[config.mk]
export PLATFORM = sky130hd
export DESIGN_NAME = mdio_master
export DESIGN_NICKNAME = d
export VERILOG_FILES = /design/src/rtl/mdio_pkg.sv /design/src/rtl/mdio_clkgen.sv /design/src/rtl/mdio_shifter.sv /design/src/rtl/mdio_master.sv
export SDC_FILE = /design/constraint.sdc
export NUM_CORES = 1
export LEC_CHECK = 0
export CAP_MARGIN = 40
export CORE_MARGIN = 10
export CORE_UTILIZATION = 50
export DETAILED_ROUTE_END_ITERATION = 8
export PLACE_DENSITY = 0.73
export SLEW_MARGIN = 20
export SYNTH_ARGS = -nofsm -noshare
export SYNTH_HDL_FRONTEND = slang
export SYNTH_HIERARCHICAL = 1
export SYNTH_SLANG_ARGS = --single-unit
[constraint.sdc]
create_clock -name clk -period 5.6 [get_ports clk]
set_clock_uncertainty 0.2 [all_clocks]
set_input_delay 1.12 -clock clk [delete_from_list [all_inputs] [get_ports clk]]
set_output_delay 1.12 -clock clk [all_outputs]
set_load 0.005 [all_outputs]
[src/rtl/mdio_pkg.sv]
`timescale 1ns/1ps
package mdio_pkg;
  localparam int FIXED_DIV  = 8;
  localparam int PRE_BITS   = 32;
  localparam int BODY_BITS  = 32;
  localparam int TOTAL_BITS = PRE_BITS + BODY_BITS;
  localparam int TA_POS     = PRE_BITS + 14;
  localparam int DATA_POS   = PRE_BITS + 16;
  localparam int MAX_PRESCALE = 28;

  localparam logic [1:0] SOF_BITS = 2'b01;
  localparam logic [1:0] OP_WR    = 2'b01;
  localparam logic [1:0] OP_RD    = 2'b10;
  localparam logic [1:0] TA_WR    = 2'b10;

  typedef enum logic [2:0] {
    RA_CFG  = 3'd0,
    RA_ADDR = 3'd1,
    RA_DATA = 3'd2,
    RA_CMD  = 3'd3,
    RA_IND  = 3'd4,
    RA_STAT = 3'd5
  } reg_addr_e;

  function automatic int unsigned prescale(input logic [2:0] code);
    case (code)
      3'd1:    prescale = 4;
      3'd2:    prescale = 6;
      3'd3:    prescale = 8;
      3'd4:    prescale = 10;
      3'd5:    prescale = 14;
      3'd6:    prescale = 20;
      default: prescale = MAX_PRESCALE;
    endcase
  endfunction
endpackage

[src/rtl/mdio_clkgen.sv]
`timescale 1ns/1ps
module mdio_clkgen
  import mdio_pkg::*;
#(
  parameter int CW = $clog2(MAX_PRESCALE * FIXED_DIV / 2)
) (
  input  logic       clk,
  input  logic       rst_n,
  input  logic       soft_rst,
  input  logic       run,
  input  logic [2:0] code,
  output logic       mdc,
  output logic       fall_p,
  output logic       rise_p
);
  localparam logic [CW-1:0] CNT_MAX = CW'(MAX_PRESCALE * FIXED_DIV / 2 - 1);

  logic [CW-1:0] cnt_q, cnt_d, half_m1;
  logic          mdc_q, mdc_d, terminal;

  assign half_m1  = CW'(prescale(code) * (FIXED_DIV / 2) - 1);
  assign terminal = run && (cnt_q >= half_m1);
  assign fall_p   = terminal && mdc_q;
  assign rise_p   = terminal && !mdc_q;
  assign mdc      = mdc_q;

  always_comb begin
    cnt_d = cnt_q;
    mdc_d = mdc_q;
    if (!run) begin
      cnt_d = '0;
      mdc_d = 1'b1;
    end else if (terminal) begin
      cnt_d = '0;
      mdc_d = !mdc_q;
    end else begin
      cnt_d = cnt_q + 1'b1;
    end
  end

  always_ff @(posedge clk or negedge rst_n) begin
    if (!rst_n) begin
      cnt_q <= '0;
      mdc_q <= 1'b1;
    end else if (soft_rst) begin
      cnt_q <= '0;
      mdc_q <= 1'b1;
    end else begin
      cnt_q <= cnt_d;
      mdc_q <= mdc_d;
    end
  end

  a_r2_cnt_bound: assert property (@(posedge clk) disable iff (!rst_n)
    cnt_q <= CNT_MAX);
  a_r4_idle_high: assert property (@(posedge clk) disable iff (!rst_n)
    !run |=> mdc_q);
endmodule

[src/rtl/mdio_shifter.sv]
`timescale 1ns/1ps
module mdio_shifter
  import mdio_pkg::*;
(
  input  logic        clk,
  input  logic        rst_n,
  input  logic        soft_rst,
  input  logic        start,
  input  logic        start_rd,
  input  logic [4:0]  phy,
  input  logic [4:0]  regn,
  input  logic [15:0] wdata,
  input  logic        fall_p,
  input  logic        rise_p,
  input  logic        mdio_i,
  output logic        busy,
  output logic        mdio_o,
  output logic        mdio_oe,
  output logic        rd_done,
  output logic [15:0] rx_data
);
  localparam int NB_W = $clog2(TOTAL_BITS + 1);
  localparam logic [NB_W-1:0] N_PRE  = NB_W'(PRE_BITS);
  localparam logic [NB_W-1:0] N_TA   = NB_W'(TA_POS);
  localparam logic [NB_W-1:0] N_DATA = NB_W'(DATA_POS);
  localparam logic [NB_W-1:0] N_ALL  = NB_W'(TOTAL_BITS);

  logic [NB_W-1:0]      nbit_q, nbit_d;
  logic [BODY_BITS-1:0] frm_q, frm_d;
  logic [15:0]          rx_q, rx_d;
  logic busy_q, busy_d, rd_q, rd_d, oe_q, oe_d, out_q, out_d, done;

  always_comb begin
    nbit_d = nbit_q;
    frm_d  = frm_q;
    rx_d   = rx_q;
    busy_d = busy_q;
    rd_d   = rd_q;
    oe_d   = oe_q;
    out_d  = out_q;
    done   = 1'b0;
    if (!busy_q) begin
      if (start) begin
        busy_d = 1'b1;
        rd_d   = start_rd;
        nbit_d = '0;
        oe_d   = 1'b1;
        out_d  = 1'b1;
        frm_d  = {SOF_BITS, start_rd ? OP_RD : OP_WR, phy, regn,
                  start_rd ? 2'b11 : TA_WR, start_rd ? 16'hFFFF : wdata};
      end
    end else begin
      if (fall_p) begin
        if (nbit_q < N_PRE) begin
          out_d = 1'b1;
        end else begin
          out_d = frm_q[BODY_BITS-1];
          frm_d = {frm_q[BODY_BITS-2:0], 1'b0};
        end
        if (rd_q && nbit_q >= N_TA) oe_d = 1'b0;
        nbit_d = nbit_q + 1'b1;
      end
      if (rise_p) begin
        if (rd_q && nbit_q > N_DATA) rx_d = {rx_q[14:0], mdio_i};
        if (nbit_q == N_ALL) begin
          busy_d = 1'b0;
          oe_d   = 1'b0;
          out_d  = 1'b1;
          done   = 1'b1;
        end
      end
    end
  end

  always_ff @(posedge clk or negedge rst_n) begin
    if (!rst_n) begin
      nbit_q <= '0;
      frm_q  <= '0;
      busy_q <= 1'b0;
      rd_q   <= 1'b0;
      oe_q   <= 1'b0;
      out_q  <= 1'b1;
    end else if (soft_rst) begin
      nbit_q <= '0;
      frm_q  <= '0;
      busy_q <= 1'b0;
      rd_q   <= 1'b0;
      oe_q   <= 1'b0;
      out_q  <= 1'b1;
    end else begin
      nbit_q <= nbit_d;
      frm_q  <= frm_d;
      busy_q <= busy_d;
      rd_q   <= rd_d;
      oe_q   <= oe_d;
      out_q  <= out_d;
    end
  end

  always_ff @(posedge clk or negedge rst_n) begin
    if (!rst_n) rx_q <= '0;
    else        rx_q <= rx_d;
  end

  assign busy    = busy_q;
  assign mdio_o  = out_q;
  assign mdio_oe = oe_q;
  assign rd_done = done && rd_q;
  assign rx_data = rx_d;

  a_r8_softreset_idle: assert property (@(posedge clk) disable iff (!rst_n)
    soft_rst |=> !busy_q && !oe_q);
  a_r5_release_data: assert property (@(posedge clk) disable iff (!rst_n)
    busy_q && rd_q && nbit_q > N_TA |-> !oe_q);
endmodule

[src/rtl/mdio_master.sv]
`timescale 1ns/1ps
module mdio_master
  import mdio_pkg::*;
(
  input  logic        clk,
  input  logic        rst_n,
  input  logic        reg_wr,
  input  logic [2:0]  reg_addr,
  input  logic [31:0] reg_wdata,
  output logic [31:0] reg_rdata,
  output logic        mdc,
  input  logic        mdio_i,
  output logic        mdio_o,
  output logic        mdio_oe
);
  logic        cfg_rst_q;
  logic [2:0]  cfg_code_q;
  logic [4:0]  phy_q, regn_q;
  logic [15:0] wdata_q, stat_q;
  logic        rdcmd_q;
  logic        start_wr, start_rd, start, busy, fall_p, rise_p, rd_done;
  logic [15:0] rx_data;
  logic        unused_ok;

  assign unused_ok = ^{reg_wdata[30:16], reg_wdata[7:5]};
  assign start_wr  = reg_wr && (reg_addr == RA_DATA) && !cfg_rst_q;
  assign start_rd  = reg_wr && (reg_addr == RA_CMD) && reg_wdata[0] &&
                     !rdcmd_q && !cfg_rst_q;
  assign start     = start_wr || start_rd;

  always_ff @(posedge clk or negedge rst_n) begin
    if (!rst_n) begin
      cfg_rst_q  <= 1'b0;
      cfg_code_q <= '0;
      phy_q      <= '0;
      regn_q     <= '0;
      wdata_q    <= '0;
      rdcmd_q    <= 1'b0;
    end else if (reg_wr) begin
      case (reg_addr)
        RA_CFG:  begin
          cfg_rst_q  <= reg_wdata[31];
          cfg_code_q <= reg_wdata[2:0];
        end
        RA_ADDR: begin
          phy_q  <= reg_wdata[12:8];
          regn_q <= reg_wdata[4:0];
        end
        RA_DATA: wdata_q <= reg_wdata[15:0];
        RA_CMD:  rdcmd_q <= reg_wdata[0];
        default: ;
      endcase
    end
  end

  always_ff @(posedge clk or negedge rst_n) begin
    if (!rst_n)       stat_q <= '0;
    else if (rd_done) stat_q <= rx_data;
  end

  always_comb begin
    case (reg_addr)
      RA_CFG:  reg_rdata = {cfg_rst_q, 28'd0, cfg_code_q};
      RA_ADDR: reg_rdata = {19'd0, phy_q, 3'd0, regn_q};
      RA_DATA: reg_rdata = {16'd0, wdata_q};
      RA_CMD:  reg_rdata = {31'd0, rdcmd_q};
      RA_IND:  reg_rdata = {31'd0, busy};
      RA_STAT: reg_rdata = {16'd0, stat_q};
      default: reg_rdata = '0;
    endcase
  end

  mdio_clkgen u_clk (
    .clk(clk), .rst_n(rst_n), .soft_rst(cfg_rst_q), .run(busy),
    .code(cfg_code_q), .mdc(mdc), .fall_p(fall_p), .rise_p(rise_p)
  );

  mdio_shifter u_shf (
    .clk(clk), .rst_n(rst_n), .soft_rst(cfg_rst_q), .start(start),
    .start_rd(start_rd), .phy(phy_q), .regn(regn_q), .wdata(reg_wdata[15:0]),
    .fall_p(fall_p), .rise_p(rise_p), .mdio_i(mdio_i), .busy(busy),
    .mdio_o(mdio_o), .mdio_oe(mdio_oe), .rd_done(rd_done), .rx_data(rx_data)
  );

  a_r9_mdio_on_fall: assert property (@(posedge clk) disable iff (!rst_n)
    mdio_oe && $past(mdio_oe) && !$stable(mdio_o) |-> $fell(mdc));
  a_r4_mdc_idle: assert property (@(posedge clk) disable iff (!rst_n)
    !busy |-> mdc);
endmodule

==> run summary <==
CTS tree = yes
Hold crit path type = reg -> reg
Largest net degree at the start of global routing = 54
Clock transition at path regs = 50 ps
RSZ-0062 raised after global routing = false
Slack of the critical path = 822 ps
Final GP Congestion = 0.823
DR vias = 3,796
Residual DRC = 0
CP endpoint kind = output port
CTS max path bufs = 2
Final Cycle Share = 0.853
Synth async-reset ratio = 1.00
Routed Antenna Nets = 0
Fin crit period = 4780 ps
Synth unique cells = 64
Fin Hold WS = 278 ps
Finished Layout Cells = 663
Startpoint type of the worst setup path = primary input
Final hold violations = 0
Core area = 11,400 um^2
Highest clock rate = 209 MHz
Tot GR Track Use = 0.159
Synth Area per Inst = 12.5 um^2
Number of synthesized flops with an enable pin = 0
Drt pass-1 iters = 4
Fin Setup TNS = 0 ps
Area contributors post-synth = dfrtp_1 49%, mux2_2 14%, mux2i_1 4.2%
Critical Setup Path Class = in -> out
Nets@finish = 554
Max stage delay on crit path = 980 ps
Ratio of cells with drive above 1 in the final layout = 0.310
Total setup buffers inserted after CTS = 0
Status = completed
Pre-CTS setup slack = 783 ps
CP max FO = 15
Synth Instances = 461
Critical path arrival = 3460 ps
Total die area = 16,200 um^2
Synth Register Bits = 114
Pleak = 0.00308 uW
Top cells by count, synth = 112 x dfrtp_1, 72 x mux2_2, 28 x nor2_1
CTS buffer count = 17
Hpwl dp = 8.59 mm
H-Tree Level Count = 4
Antenna violations before repair = 0
Horiz. Die Dim = 127 um
Top-count cell post-synth = dfrtp_1
Slowest stage cell, crit path = clkdlybuf4s50_1
Final setup vio count = 0
CP Cell Sequence = clkdlybuf4s50_1 > inv_1 > nor2_2 > a221o_1 > clkdlybuf4s50_1
Post-synth top area cell = dfrtp_1
Synth warn = 6
Slew headroom = 0.471
Worst-Skew Late Latency = 410 ps
Power density over the cells = 381 nW/um^2
Predominant post-synthesis flop cell = dfrtp_1
Share of the synthesized area in the top cell type = 0.487
Area Overhead vs Synth = 20.0%
Starting Density = 0.506
Site row count = 39
Global-route wire length before repair = 20.7 mm
Pins over their slew limit = 0
I/O pin total = 74
Vias in the first global route = 3,979
Final wirelength = 12.5 mm
Hold buffer count at cts = 0
Number of port buffers = 43
DR iter-0 viols = 297
Slew at the pin closest to its max-slew limit = 791 ps
Maxcap violations = 0
Post-CTS sizing = 0
Clock Root Buffer = clkbuf_16
WL/cell = 18.8 um
Die height = 127 um
Drt via density = 5.73
Cell mode on critical path = clkdlybuf4s50_1
Peak VDD IR = 0.212 mV
# clock sinks = 114
CP required = 4280 ps
Mapped cell area = 5760 um^2
Post-Place Cells = 632
Seq/Total Area, Yosys = 0.496
Total congestion overflow = 0
Number of diodes = 0
[cell families (layout without fill, tap and decap cells)]
kind of cell             Yosys count  after routing  synth area share
multiplexers                     119            119             0.235
flip-flops                       114            114             0.496
adder cells (fa/ha/maj)            7              7            0.0152
AND/OR/NAND/NOR                   90             90            0.0893
other                              1             15          0.000651
XOR/XNOR                           6              6           0.00913
AO/OA/AOI/OAI                     72             72             0.103
buffers and inverters             52             97            0.0522
[critical path, delay by kind of cell]
| kind | cells | cell delay (ps) |
|---|---|---|
| simple gates | 1 | 390 |
| buf+inv | 3 | 1700 |
| compound gates | 1 | 230 |
[cell usage in the layout, fill, tap and decap left out, types with 2 or more instances in the layout]
cell,n
nor2_2,3
clkbuf_16,17
nor2_8,2
clkdlybuf4s50_1,42
clkinv_4,2
inv_1,13
nand4_1,3
buf_4,9
clkbuf_8,2
nor4_1,3
bufinv_16,4
nand2b_1,4
clkinvlp_4,4
dfrtp_1,112
xnor2_1,2
a21oi_1,13
a22o_1,6
o2111ai_1,3
mux2_1,12
nand2_1,14
or3_1,3
or2_2,2
o2bb2ai_1,9
conb_1,15
mux2_2,72
mux2_4,11
mux2i_1,24
xor2_1,4
o21a_1,2
and2_1,2
dfstp_2,2
o21ai_0,7
nor2_1,27
a22oi_1,2
nand3_1,8
nor3_1,4
o221a_2,16
ha_1,7
[registers in the layout, indices dropped and copies added, names as in the netlist, 3 cells and up]
| register | flops |
|---|---|
| stat_q | 16 |
| phy_q | 5 |
| u_shf/frm_q | 32 |
| cfg_code_q | 3 |
| wdata_q | 16 |
| u_shf/rx_q | 16 |
| u_clk/cnt_q | 7 |
| u_shf/nbit_q | 7 |
| regn_q | 5 |
[per-stage QoR]
| stage | area (um^2) | utilization | total power, uW |
|---|---|---|---|
| 2_1_floorplan | 5810 | - | 1360 |
| 3_3_place_gp | 6240 | 0.548 | 1470 |
| 3_5_place_dp | 6270 | 0.552 | 1500 |
| 4_1_cts | 6910 | 0.608 | 2660 |
| 5_1_grt | 6910 | 0.608 | 2760 |
| 6_report | 6910 | 0.608 | 2640 |
[cell type report]
cell class              count  area (um^2)
well taps                 143          179
inverters                  13         48.8
multi-input cells         309         2670
clock inverters            12          181
clock buffers              19          453
repair buffers             53          527
fillers                   900         4460
flip-flops and latches    114         2860
[routing by layer]
layer	share of wire	wire length, um	vias to the layer above	track usage
met2	0.49	6120	82	0.252
met4	0.0082	103	0	0.0409
met3	0.050	626	8	0.0637
li1	-	-	1756	-
met1	0.45	5640	1950	0.199
met5	0	0	-	0
[worst paths after layout]
check | start | end | slack, ps | cells past startpoint
max | reg_addr[2] | reg_rdata[0] | 820 | 5
min | u_shf/frm_q[31] | u_shf/frm_q[31] | 280 | 1
max reg2reg | cfg_code_q[1] | stat_q[7] | 2110 | 11
min reg2reg | u_shf/frm_q[31] | u_shf/frm_q[31] | 280 | 1
max in group asynchronous | rst_n | u_shf/mdio_o | 3930 | 2
min in group asynchronous | rst_n | u_shf/rx_q[4] | 400 | 1
[where the power goes]
| part | switching (uW) | leakage (uW) | internal (uW) |
|---|---|---|---|
| Clock | 383 | 0.000298 | 767 |
| Combinational | 197 | 0.00130 | 236 |
| Sequential | 86.6 | 0.00149 | 967 |
| Total | 667 | 0.00308 | 1970 |
(Power assumes the default switching activity.)
